===== src/rtl/cab_pkg.sv =====
package cab_pkg;
    localparam int DW = 32;
    localparam int RAW = 6;

    localparam logic [RAW-1:0] OFF_LCMD  = 6'h00;
    localparam logic [RAW-1:0] OFF_LWD   = 6'h04;
    localparam logic [RAW-1:0] OFF_LRD   = 6'h08;
    localparam logic [RAW-1:0] OFF_TGT   = 6'h0C;
    localparam logic [RAW-1:0] OFF_RCMD  = 6'h10;
    localparam logic [RAW-1:0] OFF_RWD   = 6'h14;
    localparam logic [RAW-1:0] OFF_RRD   = 6'h18;
    localparam logic [RAW-1:0] OFF_PST   = 6'h1C;
    localparam logic [RAW-1:0] OFF_PADR  = 6'h20;
    localparam logic [RAW-1:0] OFF_HST   = 6'h24;
    localparam logic [RAW-1:0] OFF_HADR  = 6'h28;

    typedef enum logic [3:0] {
        CMD_CFG_RD = 4'hA,
        CMD_CFG_WR = 4'hB
    } cfg_cmd_e;

    typedef struct packed {
        logic [7:0] bus;
        logic [4:0] slot;
        logic [2:0] func;
        logic [7:0] reg_off;
    } target_t;

    typedef struct packed {
        logic       wr;
        logic       is_local;
        logic [2:0] size;
        logic [1:0] lane;
    } xfer_t;

    // returns {illegal, active-low byte enables}
    function automatic logic [4:0] lane_enables(input logic [2:0] size, input logic [1:0] lane);
        logic [4:0] r;
        r = 5'h1F;
        case (size)
            3'd1: case (lane)
                2'd0: r = 5'h0E;
                2'd1: r = 5'h0D;
                2'd2: r = 5'h0B;
                default: r = 5'h07;
            endcase
            3'd2: if (lane == 2'd0) r = 5'h0C; else if (lane == 2'd2) r = 5'h03;
            3'd4: if (lane == 2'd0) r = 5'h00;
            default: r = 5'h1F;
        endcase
        return r;
    endfunction

    function automatic logic [DW-1:0] form_cfg_addr(input target_t t);
        logic [DW-1:0] a;
        if (t.bus == 8'd0)
            a = (DW'(1) << t.slot) | (DW'(t.func) << 8) | DW'({t.reg_off[7:2], 2'b00});
        else
            a = (DW'(t.bus) << 16) | (DW'(t.slot) << 11) | (DW'(t.func) << 8)
              | DW'({t.reg_off[7:2], 2'b01});
        return a;
    endfunction

    function automatic logic [DW-1:0] form_local_word(input logic wr, input logic [3:0] be,
                                                      input logic [7:0] off);
        return {8'd0, be, 3'd0, wr, 8'd0, off[7:2], 2'b00};
    endfunction
endpackage


===== src/rtl/cab_lane_shift.sv =====
module cab_lane_shift #(
    parameter int DW = 32
) (
    input  logic [1:0]    lane,
    input  logic [2:0]    size,
    input  logic [DW-1:0] wr_raw,
    input  logic [DW-1:0] rd_bus,
    output logic [DW-1:0] wr_bus,
    output logic [DW-1:0] rd_val
);
    localparam int SHW = 5;
    logic [SHW-1:0] sh;
    logic [DW-1:0]  mask;

    assign sh     = {lane, 3'b000};
    assign wr_bus = wr_raw << sh;

    always_comb begin
        case (size)
            3'd1:    mask = {{(DW-8){1'b0}}, 8'hFF};
            3'd2:    mask = {{(DW-16){1'b0}}, 16'hFFFF};
            3'd4:    mask = '1;
            default: mask = '0;
        endcase
    end

    assign rd_val = (rd_bus >> sh) & mask;
endmodule


===== src/rtl/cab_err_log.sv =====
module cab_err_log #(
    parameter int W  = 2,
    parameter int AW = 32
) (
    input  logic          clk,
    input  logic          rst,
    input  logic [W-1:0]  set_vec,
    input  logic [AW-1:0] set_addr,
    input  logic          clr_wr,
    input  logic [W-1:0]  clr_vec,
    output logic [W-1:0]  status,
    output logic [AW-1:0] addr
);
    logic [W-1:0] clr_eff;
    assign clr_eff = clr_wr ? clr_vec : '0;

    always_ff @(posedge clk) begin
        if (rst) begin
            status <= '0;
            addr   <= '0;
        end else begin
            status <= (status & ~clr_eff) | set_vec;
            if (|set_vec) addr <= set_addr;
        end
    end
endmodule


===== src/rtl/cfg_access_bridge.sv =====
module cfg_access_bridge
    import cab_pkg::*;
#(
    parameter int PERR_W = 2,
    parameter int HERR_W = 1
) (
    input  logic          clk,
    input  logic          rst,
    input  logic          reg_wr,
    input  logic [5:0]    reg_addr,
    input  logic [31:0]   reg_wdata,
    output logic [31:0]   reg_rdata,
    output logic          busy,
    output logic          req_valid,
    output logic          req_local,
    output logic [31:0]   req_addr,
    output logic [3:0]    req_cmd,
    output logic [3:0]    req_be,
    output logic [31:0]   req_wdata,
    input  logic          rsp_ready,
    input  logic [31:0]   rsp_rdata,
    input  logic          rsp_abort
);
    target_t        tgt_q;
    logic [2:0]     rsize_q;
    logic           rwr_q;
    logic [7:0]     loff_q;
    logic [2:0]     lsize_q;
    logic           lwr_q;
    logic [DW-1:0]  lwd_q, rwd_q, lrd_q, rrd_q;
    logic           busy_q;
    xfer_t          cur_q;
    logic [DW-1:0]  raddr_q, rwdata_q;
    logic [3:0]     rcmd_q, rbe_q;

    // incoming command decode
    logic           wr_lcmd, wr_rcmd;
    logic [4:0]     r_new_lu, l_new_lu, r_st_lu, l_st_lu;
    logic           r_go, r_bad, l_go, l_bad;
    logic [DW-1:0]  tgt_addr, l_new_word;
    xfer_t          nxt;
    logic [DW-1:0]  shift_wr_bus, shift_rd_val;
    logic [1:0]     sh_lane;
    logic [2:0]     sh_size;
    logic           rsp_hit;
    logic [PERR_W-1:0] perr_set, pci_st;
    logic [HERR_W-1:0] herr_set, hb_st;
    logic [DW-1:0]  perr_addr, herr_addr, herr_cap;

    assign wr_lcmd    = reg_wr && (reg_addr == OFF_LCMD) && !busy_q;
    assign wr_rcmd    = reg_wr && (reg_addr == OFF_RCMD) && !busy_q;
    assign r_new_lu   = lane_enables(reg_wdata[2:0], tgt_q.reg_off[1:0]);
    assign l_new_lu   = lane_enables(reg_wdata[10:8], reg_wdata[1:0]);
    assign r_st_lu    = lane_enables(rsize_q, tgt_q.reg_off[1:0]);
    assign l_st_lu    = lane_enables(lsize_q, loff_q[1:0]);
    assign r_go       = wr_rcmd && !r_new_lu[4];
    assign r_bad      = wr_rcmd &&  r_new_lu[4];
    assign l_go       = wr_lcmd && !l_new_lu[4];
    assign l_bad      = wr_lcmd &&  l_new_lu[4];
    assign tgt_addr   = form_cfg_addr(tgt_q);
    assign l_new_word = form_local_word(reg_wdata[16], l_new_lu[3:0], reg_wdata[7:0]);

    always_comb begin
        nxt = '0;
        if (wr_lcmd) begin
            nxt.wr       = reg_wdata[16];
            nxt.is_local = 1'b1;
            nxt.size     = reg_wdata[10:8];
            nxt.lane     = reg_wdata[1:0];
        end else begin
            nxt.wr       = reg_wdata[8];
            nxt.is_local = 1'b0;
            nxt.size     = reg_wdata[2:0];
            nxt.lane     = tgt_q.reg_off[1:0];
        end
    end

    // one shifter serves issue (idle) and response (busy)
    assign sh_lane = busy_q ? cur_q.lane : nxt.lane;
    assign sh_size = busy_q ? cur_q.size : nxt.size;

    cab_lane_shift #(.DW(DW)) u_shift (
        .lane   (sh_lane),
        .size   (sh_size),
        .wr_raw (wr_lcmd ? lwd_q : rwd_q),
        .rd_bus (rsp_rdata),
        .wr_bus (shift_wr_bus),
        .rd_val (shift_rd_val)
    );

    assign rsp_hit = busy_q && rsp_ready;

    always_ff @(posedge clk) begin
        if (rst) begin
            tgt_q    <= '0;
            rsize_q  <= '0;
            rwr_q    <= 1'b0;
            loff_q   <= '0;
            lsize_q  <= '0;
            lwr_q    <= 1'b0;
            lwd_q    <= '0;
            rwd_q    <= '0;
            lrd_q    <= '0;
            rrd_q    <= '0;
            busy_q   <= 1'b0;
            cur_q    <= '0;
            raddr_q  <= '0;
            rwdata_q <= '0;
            rcmd_q   <= '0;
            rbe_q    <= '0;
        end else begin
            if (reg_wr && reg_addr == OFF_TGT) tgt_q <= reg_wdata[$bits(target_t)-1:0];
            if (reg_wr && reg_addr == OFF_LWD) lwd_q <= reg_wdata;
            if (reg_wr && reg_addr == OFF_RWD) rwd_q <= reg_wdata;
            if (wr_rcmd) begin
                rsize_q <= reg_wdata[2:0];
                rwr_q   <= reg_wdata[8];
            end
            if (wr_lcmd) begin
                loff_q  <= reg_wdata[7:0];
                lsize_q <= reg_wdata[10:8];
                lwr_q   <= reg_wdata[16];
            end
            if (r_go || l_go) begin
                busy_q   <= 1'b1;
                cur_q    <= nxt;
                raddr_q  <= l_go ? l_new_word : tgt_addr;
                rcmd_q   <= nxt.wr ? CMD_CFG_WR : CMD_CFG_RD;
                rbe_q    <= l_go ? l_new_lu[3:0] : r_new_lu[3:0];
                rwdata_q <= shift_wr_bus;
            end
            if (rsp_hit) begin
                busy_q <= 1'b0;
                if (!cur_q.wr) begin
                    if (cur_q.is_local) lrd_q <= rsp_abort ? '1 : shift_rd_val;
                    else                rrd_q <= rsp_abort ? '1 : shift_rd_val;
                end
            end
        end
    end

    // error logs
    assign perr_set = PERR_W'({rsp_hit && rsp_abort && cur_q.is_local,
                               rsp_hit && rsp_abort && !cur_q.is_local});
    assign herr_set = HERR_W'(r_bad || l_bad);
    assign herr_cap = l_bad ? l_new_word : tgt_addr;

    cab_err_log #(.W(PERR_W), .AW(DW)) u_perr (
        .clk(clk), .rst(rst), .set_vec(perr_set), .set_addr(raddr_q),
        .clr_wr(reg_wr && reg_addr == OFF_PST), .clr_vec(reg_wdata[PERR_W-1:0]),
        .status(pci_st), .addr(perr_addr)
    );

    cab_err_log #(.W(HERR_W), .AW(DW)) u_herr (
        .clk(clk), .rst(rst), .set_vec(herr_set), .set_addr(herr_cap),
        .clr_wr(reg_wr && reg_addr == OFF_HST), .clr_vec(reg_wdata[HERR_W-1:0]),
        .status(hb_st), .addr(herr_addr)
    );

    // register read mux
    always_comb begin
        case (reg_addr)
            OFF_LCMD: reg_rdata = form_local_word(lwr_q, l_st_lu[3:0], loff_q);
            OFF_LWD:  reg_rdata = lwd_q;
            OFF_LRD:  reg_rdata = lrd_q;
            OFF_TGT:  reg_rdata = tgt_addr;
            OFF_RCMD: reg_rdata = {24'd0, r_st_lu[3:0], (rwr_q ? CMD_CFG_WR : CMD_CFG_RD)};
            OFF_RWD:  reg_rdata = rwd_q;
            OFF_RRD:  reg_rdata = rrd_q;
            OFF_PST:  reg_rdata = DW'(pci_st);
            OFF_PADR: reg_rdata = perr_addr;
            OFF_HST:  reg_rdata = DW'(hb_st);
            OFF_HADR: reg_rdata = herr_addr;
            default:  reg_rdata = '0;
        endcase
    end

    assign busy      = busy_q;
    assign req_valid = busy_q;
    assign req_local = cur_q.is_local;
    assign req_addr  = raddr_q;
    assign req_cmd   = rcmd_q;
    assign req_be    = rbe_q;
    assign req_wdata = rwdata_q;
endmodule


===== config.mk =====
export PLATFORM = sky130hd
export DESIGN_NAME = cfg_access_bridge
export DESIGN_NICKNAME = d
export VERILOG_FILES = /design/src/rtl/cab_pkg.sv /design/src/rtl/cab_lane_shift.sv /design/src/rtl/cab_err_log.sv /design/src/rtl/cfg_access_bridge.sv
export SDC_FILE = /design/constraint.sdc
export NUM_CORES = 1
export LEC_CHECK = 0
export BUFFER_PORTS_ARGS = -buffer_cell sky130_fd_sc_hd__buf_4
export CORE_ASPECT_RATIO = 2
export CORE_MARGIN = 1.5
export CORE_UTILIZATION = 41
export CTS_CLUSTER_DIAMETER = 40
export CTS_CLUSTER_SIZE = 40
export DETAILED_ROUTE_END_ITERATION = 7
export SYNTH_ARGS = -nofsm -noshare
export SYNTH_HDL_FRONTEND = slang
export SYNTH_SLANG_ARGS = --single-unit

===== constraint.sdc =====
create_clock -name clk -period 3.9 [get_ports clk]
set_input_delay 0.78 -clock clk [delete_from_list [all_inputs] [get_ports clk]]
set_output_delay 0.78 -clock clk [all_outputs]
set_load 0.02 [all_outputs]

==> impl_results.md, run 1 <==
- Number of warnings issued by yosys: 0
- Count of port buffers added during placement: 180
- Total of max-cap violations: 0
- Post-CTS Repair Setup Buffers: 0
- WL final: 60.0 mm
- Total clock buffers created by CTS: 28
- Vertical extent of the die: 269 um
- Total number of vias: 14.7k
- Post-route cell area: 17500 sq um
- Topmost layer with routed signal wires: met4
- TritonCTS clock tree: built
- Slowest stage delay, CP: 0.60 ns
- Endpoint with the worst hold slack: lwd_q[24]
- Num Clock Sinks: 312
- Sequential-to-total area share from yosys stat: 43.0%
- Flip-flop and latch count after synthesis: 312
- Detailed route wirelength on metal3: 3.87 mm
- Data required, critical path: 3.12 ns
- Top-area cell type share of the netlist area: 43.0%
- Starting density of the core: 41.6%
- Number of standard cells after synthesis: 1806
- Worst Hold Path Cells: 3
- Number of buffers on the longest clock path: 3
- Most common cell after layout, fill and taps aside: nand2_1
- Worst Path Class, Setup: reg2out
- Post-detailed-placement half-perimeter wirelength: 45.0 mm
- Synthesis-to-finish area growth: 20.4%
- Worst Hold Class: in2reg
- Biggest area contributors in the synthesized netlist: dfxtp_1 43%, nand2_1 9.5%, a21oi_1 7.2%, mux2i_1 4.8%, nor2_1 4.3%
- Number of flops mapped to enable cells by yosys: 0
- Initial antenna violation count: 1
- H-tree depth: 1
- Worst-case clock skew: 0.0365 ns
- Boundary Pins: 182
- Via density per instance: 6.15
- Power Dens Cells: 377 nW/um^2
- Reported net switching power: 1730 uW
- Routed len/inst: 25.0 um
- Cell type with the highest occurrence count on the critical path: buf_4
- Final hold vios: 0
- Number of nets in the synthesized netlist: 1881
- Shortest period the worst path allows: 3.72 ns
- Core Footprint: 35000 sq um
- Worst-path clk slew: 0.08 ns
- Async set-reset flop share out of synthesis: 0%
- Worst reg2reg endpoint: req_wdata[28]
- Met1 WL: 22.2 mm
- Placed Instance Area: 16500 sq um
- Layout cell share with drive strength beyond 1: 17.8%
- Peak clock frequency supported by timing: 269 MHz
- Worst min-delay path startpoint: reg_wdata[24]
- Wire length of the first global-routing pass: 88.6 mm
- Unrepaired setup endpoints after global routing: false
- Maximum resistive drop on vdd: 431 uV
- CP max stage cell: or4_1
- Max-Slew Margin vs Limit: 29.8%
- Buf/Inv on CP: 2
- Final count of negative-setup-slack endpoints: 0
- Commonest non-fill, non-tap cells in the layout: 366 x nand2_1, 312 x dfxtp_1, 249 x buf_4, 210 x a21oi_1, 162 x nor2_1
- Slew at the pin with the worst max-slew slack: 1.05 ns
- Result of the run: completed
- Element type at the critical path end: output port
- Internal power summed over all cells: 4860 uW
- Number of nets in the finished design: 2006
- Part of the cycle the worst path needs: 95.4%
- Detailed-route DRC error count: 0
- Final Max Slew Viols: 0
- Proportion of power drawn by the clock network: 46.1%
- DIE AREA: 36700 sq um
- Most used DFF post-synth: dfxtp_1
- Largest net degree at the start of global routing: 104
- Cell leakage power: 0.00660 uW
- Gr ovfl total: 0
- Flop2flop setup slack: 0.89 ns
- Horizontal die dimension: 136 um
- Setup TNS: 0 ns
- Arrival time of the worst setup path: 2.94 ns
- Source of the worst register-to-register timing path: busy
- Site row count: 97
- Top delay family on crit path: simple AND/OR/NAND/NOR gates
- Worst Reg-to-Reg Cells: 7
- Sequential fraction of design power: 48.5%
- Combinational Power Share: 5.3%
- Iteration-0 DRC count of the detailed router: 1544
- Residual antenna-violating net count after detailed routing: 0
- Synthesized area divided by synthesized cell count: 8.05 sq um
- Clock latency on the worst-skew pair: 0.61 ns
- Switching share of power: 26.2%
- Cell taking the most area after synthesis: dfxtp_1
- 1st-pass router iterations: 8
- Number of global-route vias before repair: 14.2k
- Global-route total usage across every layer: 32.2%
- Cell variety after synth: 72
- Root buffer cell: clkbuf_16
- Startpoint kind of the worst setup timing path: flop
- Chain of cells forming the critical path: or4_1, nor4b_1, buf_4, a21oi_1, o2111ai_1, buf_4
- Synthesized cell area: 14500 sq um
- Final GP Congestion: 0.959
- Met2 wire length: 30.1 mm
- Critical path fanouts, max: 5
-- layout make-up --
cell class	instances	area, sq um
well taps	445	557
inverters	9	33.8
clock buffers	31	712
fillers	3463	17500
repair buffers	258	2030
diodes	1	2.50
multi-input cells	1322	7620
flip-flops and latches	312	6250
clock inverters	21	300
-- worst max-delay path by stage --
stage / from / to / depth (start not counted)
floorplan: reg_addr[5] / reg_rdata[1] / 7
global placement: reg_wdata[10] / req_wdata[25] / 7
detailed placement: reg_wdata[10] / req_wdata[25] / 7
CTS: tgt_q[19] / reg_rdata[16] / 8
global route: tgt_q[19] / reg_rdata[8] / 7
finish: tgt_q[19] / reg_rdata[21] / 6
-- synth_stat cells, drive strengths merged (14+ instances only) --
master   count
a2111oi     16
a211oi      14
a21oi      210
a221oi      15
a222oi      54
a22oi       35
a31oi       23
buf         30
clkbuf     133
dfxtp      312
mux2i       69
nand2      367
nand3       48
nor2       170
nor3        49
nor4        19
o211a       16
o21ai       19
o22ai       40
-- per-stage QoR --
stage / power (uW) / worst slack [ns] / util (%) / hold slack (ns) / cells
after global placement: 3610 / 0.332 / 47.1 / 0.443 / 2346
after floorplan: 3430 / 0.480 / - / 0.431 / 1806
final: 6590 / 0.181 / 50.1 / 0.432 / 2399
after detailed placement: 3620 / 0.324 / 47.1 / 0.448 / 2346
after CTS: 6640 / 0.0559 / 50.0 / 0.405 / 2398
after global routing: 6770 / 0.00950 / 50.1 / 0.430 / 2399
-- tightest hold or removal path, cell delays in order --
cell	delay (ns)
buf_4	0.12
nand2_1	0.05
a21oi_1	0.05
-- timing repair --
item,CTS,global route
resized for setup,0,2
hold endpoints to repair,0,0
endpoints found under the setup margin,0,9
hold buffers,0,0
-- cells by family (layout without fill, tap and decap cells) --
group,count (synthesis),after routing,synth area share [%]
flip-flops,312,312,43.0
XOR/XNOR,6,6,0.361
buffers and inverters,172,319,5.05
other,1,2,0.0258
AO/OA/AOI/OAI,513,513,24.3
multiplexers,79,79,5.78
AND/OR/NAND/NOR,723,723,21.5
-- flip-flops by register name (all words and copies together) (netlist names) --
signal	flops
lrd_q	32
tgt_q	24
busy	1
lwd_q	32
req_local	1
rrd_q	32
u_perr.addr	32
u_perr.status	2
lsize_q	3
req_addr	32
lwr_q	1
req_wdata	32
loff_q	8
rwd_q	32
u_herr.status	1
cur_q	5
rsize_q	3
req_cmd	2
rwr_q	1
u_herr.addr	32
req_be	4
-- power groups by stage --
| stage | logic [uW] | clock network [uW] | registers, uW |
|---|---|---|---|
| 6_report | 352 | 3040 | 3200 |
| 5_1_grt | 366 | 3200 | 3200 |
| 4_1_cts | 344 | 3090 | 3200 |
| 3_5_place_dp | 343 | 0 | 3270 |
| 3_3_place_gp | 341 | 0 | 3270 |
| 2_1_floorplan | 161 | 0 | 3270 |
-- metal layers --
layer | vias up | global-route usage, %
li1 | 6809 | -
met1 | 7127 | 37.4
met2 | 650 | 55.9
met3 | 160 | 3.44
met4 | 0 | 19.1
met5 | - | 0
Power figures use the tool's default switching activity.
==> inputs of run 2 (changes only) <==
--- a/config.mk
+++ b/config.mk
@@ -14,4 +14,5 @@
 export DETAILED_ROUTE_END_ITERATION = 7
 export SYNTH_ARGS = -nofsm -noshare
 export SYNTH_HDL_FRONTEND = slang
+export SYNTH_HIERARCHICAL = 1
 export SYNTH_SLANG_ARGS = --single-unit
==> run 2 against run 1 <==
The flow now finishes with violations (design-rule violations). Combinational power grew 12%. Highest routed layer is now met5. Largest power group is now the clock network. Sequential power is essentially flat. Area after synthesis grew 6.7%. Clock power grew 19%.
==> impl_results.md, run 2 <==
- Most numerous cell types in the synthesized netlist: 378 x nand2_1, 312 x dfxtp_1, 233 x a21oi_1
- Cell taking the most area after synthesis: dfxtp_1
- Critical path fanouts, max: 9 (+4)
- Biggest area contributors in the synthesized netlist: dfxtp_1 40%, nand2_1 9.1%, a21oi_1 7.5%, nor2_1 5.0%, a211oi_1 4.8%
- Flip-flop and latch count after synthesis: 312 (unchanged)
- Proportion of power drawn by the clock network: 50.2% (+4.1 points)
- Gr ovfl total: 0 (unchanged)
- Via density per instance: 6.06 (-1.3%)
- Result of the run: finished, violations left
- 1st-pass router iterations: 8 (unchanged)
- Count of port buffers added during placement: 180 (unchanged)
- WL final: 63.9 mm (+6.5%)
- Shortest period the worst path allows: 3.75 ns (+0.0335 ns)
- Top-area cell type share of the netlist area: 40.3% (-2.7 points)
- Number of warnings issued by yosys: 6 (+6)
- Chain of cells forming the critical path: or4_4, or2_1, o21a_1, a222oi_1, nand3_1, buf_4
- Boundary Pins: 182 (unchanged)
- Footprint of the multi-input gates: 8400 sq um (+10%)
- Violated checks: design-rule violations
- Worst-case clock skew: 0.0154 ns (-0.0211 ns)
- Number of flops mapped to enable cells by yosys: 0 (unchanged)
- Post-synthesis share of cell area spent on full adders, half adders and majority gates: 0% (unchanged)
- Iteration-0 DRC count of the detailed router: 1687 (+9.3%)
- Synthesized cell area: 15500 sq um (+6.7%)
- Root buffer cell: clkbuf_16
- Setup TNS: 0 ns (unchanged)
- Core Footprint: 37300 sq um (+6.7%)
- Final count of negative-setup-slack endpoints: 0 (unchanged)
- Arrival time of the worst setup path: 2.97 ns (+0.03 ns)
- H-tree depth: 2 (+1)
- Horizontal die dimension: 141 um (+3.2%)
- TritonCTS clock tree: built
- Sequential fraction of design power: 44.4% (-4.1 points)
- Internal power summed over all cells: 5360 uW (+10%)
- Slew at the pin with the worst max-slew slack: 1.00 ns (-0.0501 ns)
- Worst Hold Class: reg2reg
- Sequential-to-total area share from yosys stat: 40.3% (-2.7 points)
- Fill cell instance count of the final layout: 3708 (+7.1%)
- Initial antenna violation count: 3 (+2)
- Parity-gate share of the synthesized area counting xor and xnor cells: 0.395% (+0.034 points)
- Final hold vios: 0 (unchanged)
- Power Dens Cells: 389 nW/um^2 (+3.2%)
- Number of standard cells after synthesis: 2017 (+12%)
- Post-layout utilization of the core: 49.7% (-0.36 points)
- Combinational Power Share: 5.5% (+0.2 points)
- Largest net degree at the start of global routing: 164 (+58%)
- Dominant combinational cell family by area after synthesis: simple AND/OR/NAND/NOR gates
- Most common cell in the synthesized netlist: nand2_1
- Hold_buf cts: 0 (unchanged)
- Switching share of power: 25.5% (-0.68 points)
- Routed len/inst: 24.7 um (-1.4%)
- Commonest non-fill, non-tap cells in the layout: 377 x nand2_1, 312 x dfxtp_1, 232 x a21oi_1, 229 x buf_4, 204 x nor2_1
- Num Clock Sinks: 312 (unchanged)
- Startpoint kind of the worst setup timing path: flop
- Number of nets in the synthesized netlist: 2092 (+11%)
- Site row count: 100 (+3.1%)
- Max-Slew Margin vs Limit: 33.3% (+3.5 points)
- Cell variety after synth: 78 (+8.3%)
- Layout cell share with drive strength beyond 1: 16.5% (-1.3 points)
- Reported net switching power: 1840 uW (+6.5%)
- Async set-reset flop share out of synthesis: 0% (unchanged)
- Total number of vias: 15.7k (+6.6%)
- Worst-path clk slew: 0.06 ns (-0.02 ns)
- DIE AREA: 39100 sq um (+6.6%)
- Maximum resistive drop on vdd: 277 uV (-36%)
- Number of global-route vias before repair: 14.9k (+4.9%)
- Peak clock frequency supported by timing: 267 MHz (-0.89%)
- Clock latency on the worst-skew pair: 0.54 ns (-0.07 ns)
- Global-route total usage across every layer: 32.2% (about the same)
- Most common cell after layout, fill and taps aside: nand2_1
- Final Max Slew Viols: 0 (unchanged)
- Simple-gate portion of the synthesized area: 24.9% (+3.5 points)
- Fraction of synthesized area in multiplexers: 4.91% (-0.87 points)
- Synthesis-to-finish area growth: 19.4%
- Cell leakage power: 0.00650 uW (-1.6%)
- Residual antenna-violating net count after detailed routing: 0 (unchanged)
- Fraction of the mapped netlist area in compound gates: 23.4% (-0.90 points)
- CP max stage cell: or4_4
- Slowest stage delay, CP: 0.66 ns (+0.06 ns)
- Element type at the critical path end: output port
- Post-detailed-placement half-perimeter wirelength: 45.6 mm (+1.5%)
- Part of the cycle the worst path needs: 96.2% (+0.86 points)
- Worst Path Class, Setup: reg2out
- Number of nets in the finished design: 2182 (+8.8%)
- Total of max-cap violations: 0 (unchanged)
- Vertical extent of the die: 278 um (+3.3%)
- Number of buffers on the longest clock path: 3 (unchanged)
- Most used DFF post-synth: dfxtp_1
- Final GP Congestion: 0.987 (+3.0%)
- Unrepaired setup endpoints after global routing: false
- Sequential cell area in the final layout: 6250 sq um (unchanged)
- Wire length of the first global-routing pass: 95.0 mm (+7.2%)
- Data required, critical path: 3.12 ns (about the same)
- Synthesized area divided by synthesized cell count: 7.69 sq um (-4.4%)
- Starting density of the core: 41.6% (about the same)
- Detailed-route DRC error count: 1 (+1)
- Total clock buffers created by CTS: 35 (+25%)
[run 2: metal layers]
metal / share of wire (%) / track usage, % / vias to the layer above
met3: 6.6 / 3.84 / 186
met5: 0.019 / 0 / -
met4: 7.2 / 21.6 / 2
met2: 49 / 54.6 / 765
met1: 37 / 38.0 / 7509
li1: - / - / 7263
[run 2: stage by stage]
step / worst slack (ns) / total power, uW / cells / area (sq um) / hold WS [ns]
floorplan: 0.631 / 3450 / 2017 / 15500 / 0.432
global route: 0.0404 / 7360 / 2593 / 18500 / 0.479
finish: 0.148 / 7200 / 2593 / 18500 / 0.458
detailed placement: 0.160 / 3650 / 2529 / 17300 / 0.448
global placement: 0.182 / 3650 / 2529 / 17300 / 0.441
CTS: 0.0914 / 7230 / 2591 / 18500 / 0.457
[run 2: worst max-delay path, delay by kind of cell (launching register included)]
family	cells	cell delay, ns
flops	1	0.35
simple gates	3	1.19
compound gates	2	0.69
buf+inv	1	0.20
[run 2: cell type report]
class                      instances  area share (%)
multi-input combinational       1505            45.3
sequential                       312            33.7
timing repair buffer             245            11.0
clock buffer                      40            5.22
tap                              459            3.10
clock inverter                    22            1.48
inverter                           8           0.162
antenna                            2          0.0270
[run 2: cells by family after synthesis]
family                    Yosys count
AOI/OAI and AO/OA                 581
muxes                              75
DFF                               312
other                               1
buffers and inverters             200
xor gates and xnor gates            7
and+or+nand+nor                   841
[run 2: worst paths after layout]
path,from,end,slack [ns],cells after the start
setup / recovery,tgt_q[19],reg_rdata[13],0.15,6
hold / removal,tgt_q[9],tgt_q[9],0.46,2
setup reg to reg,busy,lrd_q[2],0.61,11
hold reg to reg,tgt_q[9],tgt_q[9],0.46,2
[run 2: what timing repair did]
item,in CTS,in global routing
setup endpoints to repair,4,3
resized for setup,2,3
hold endpoints to repair,0,0
setup buffers,0,0
[run 2: power groups by stage]
stage               combinational, uW  sequential (uW)  clock, uW
finish                            393             3200       3610
global route                      410             3200       3750
CTS                               385             3200       3650
detailed placement                384             3270          0
global placement                  383             3270          0
floorplan                         182             3270          0
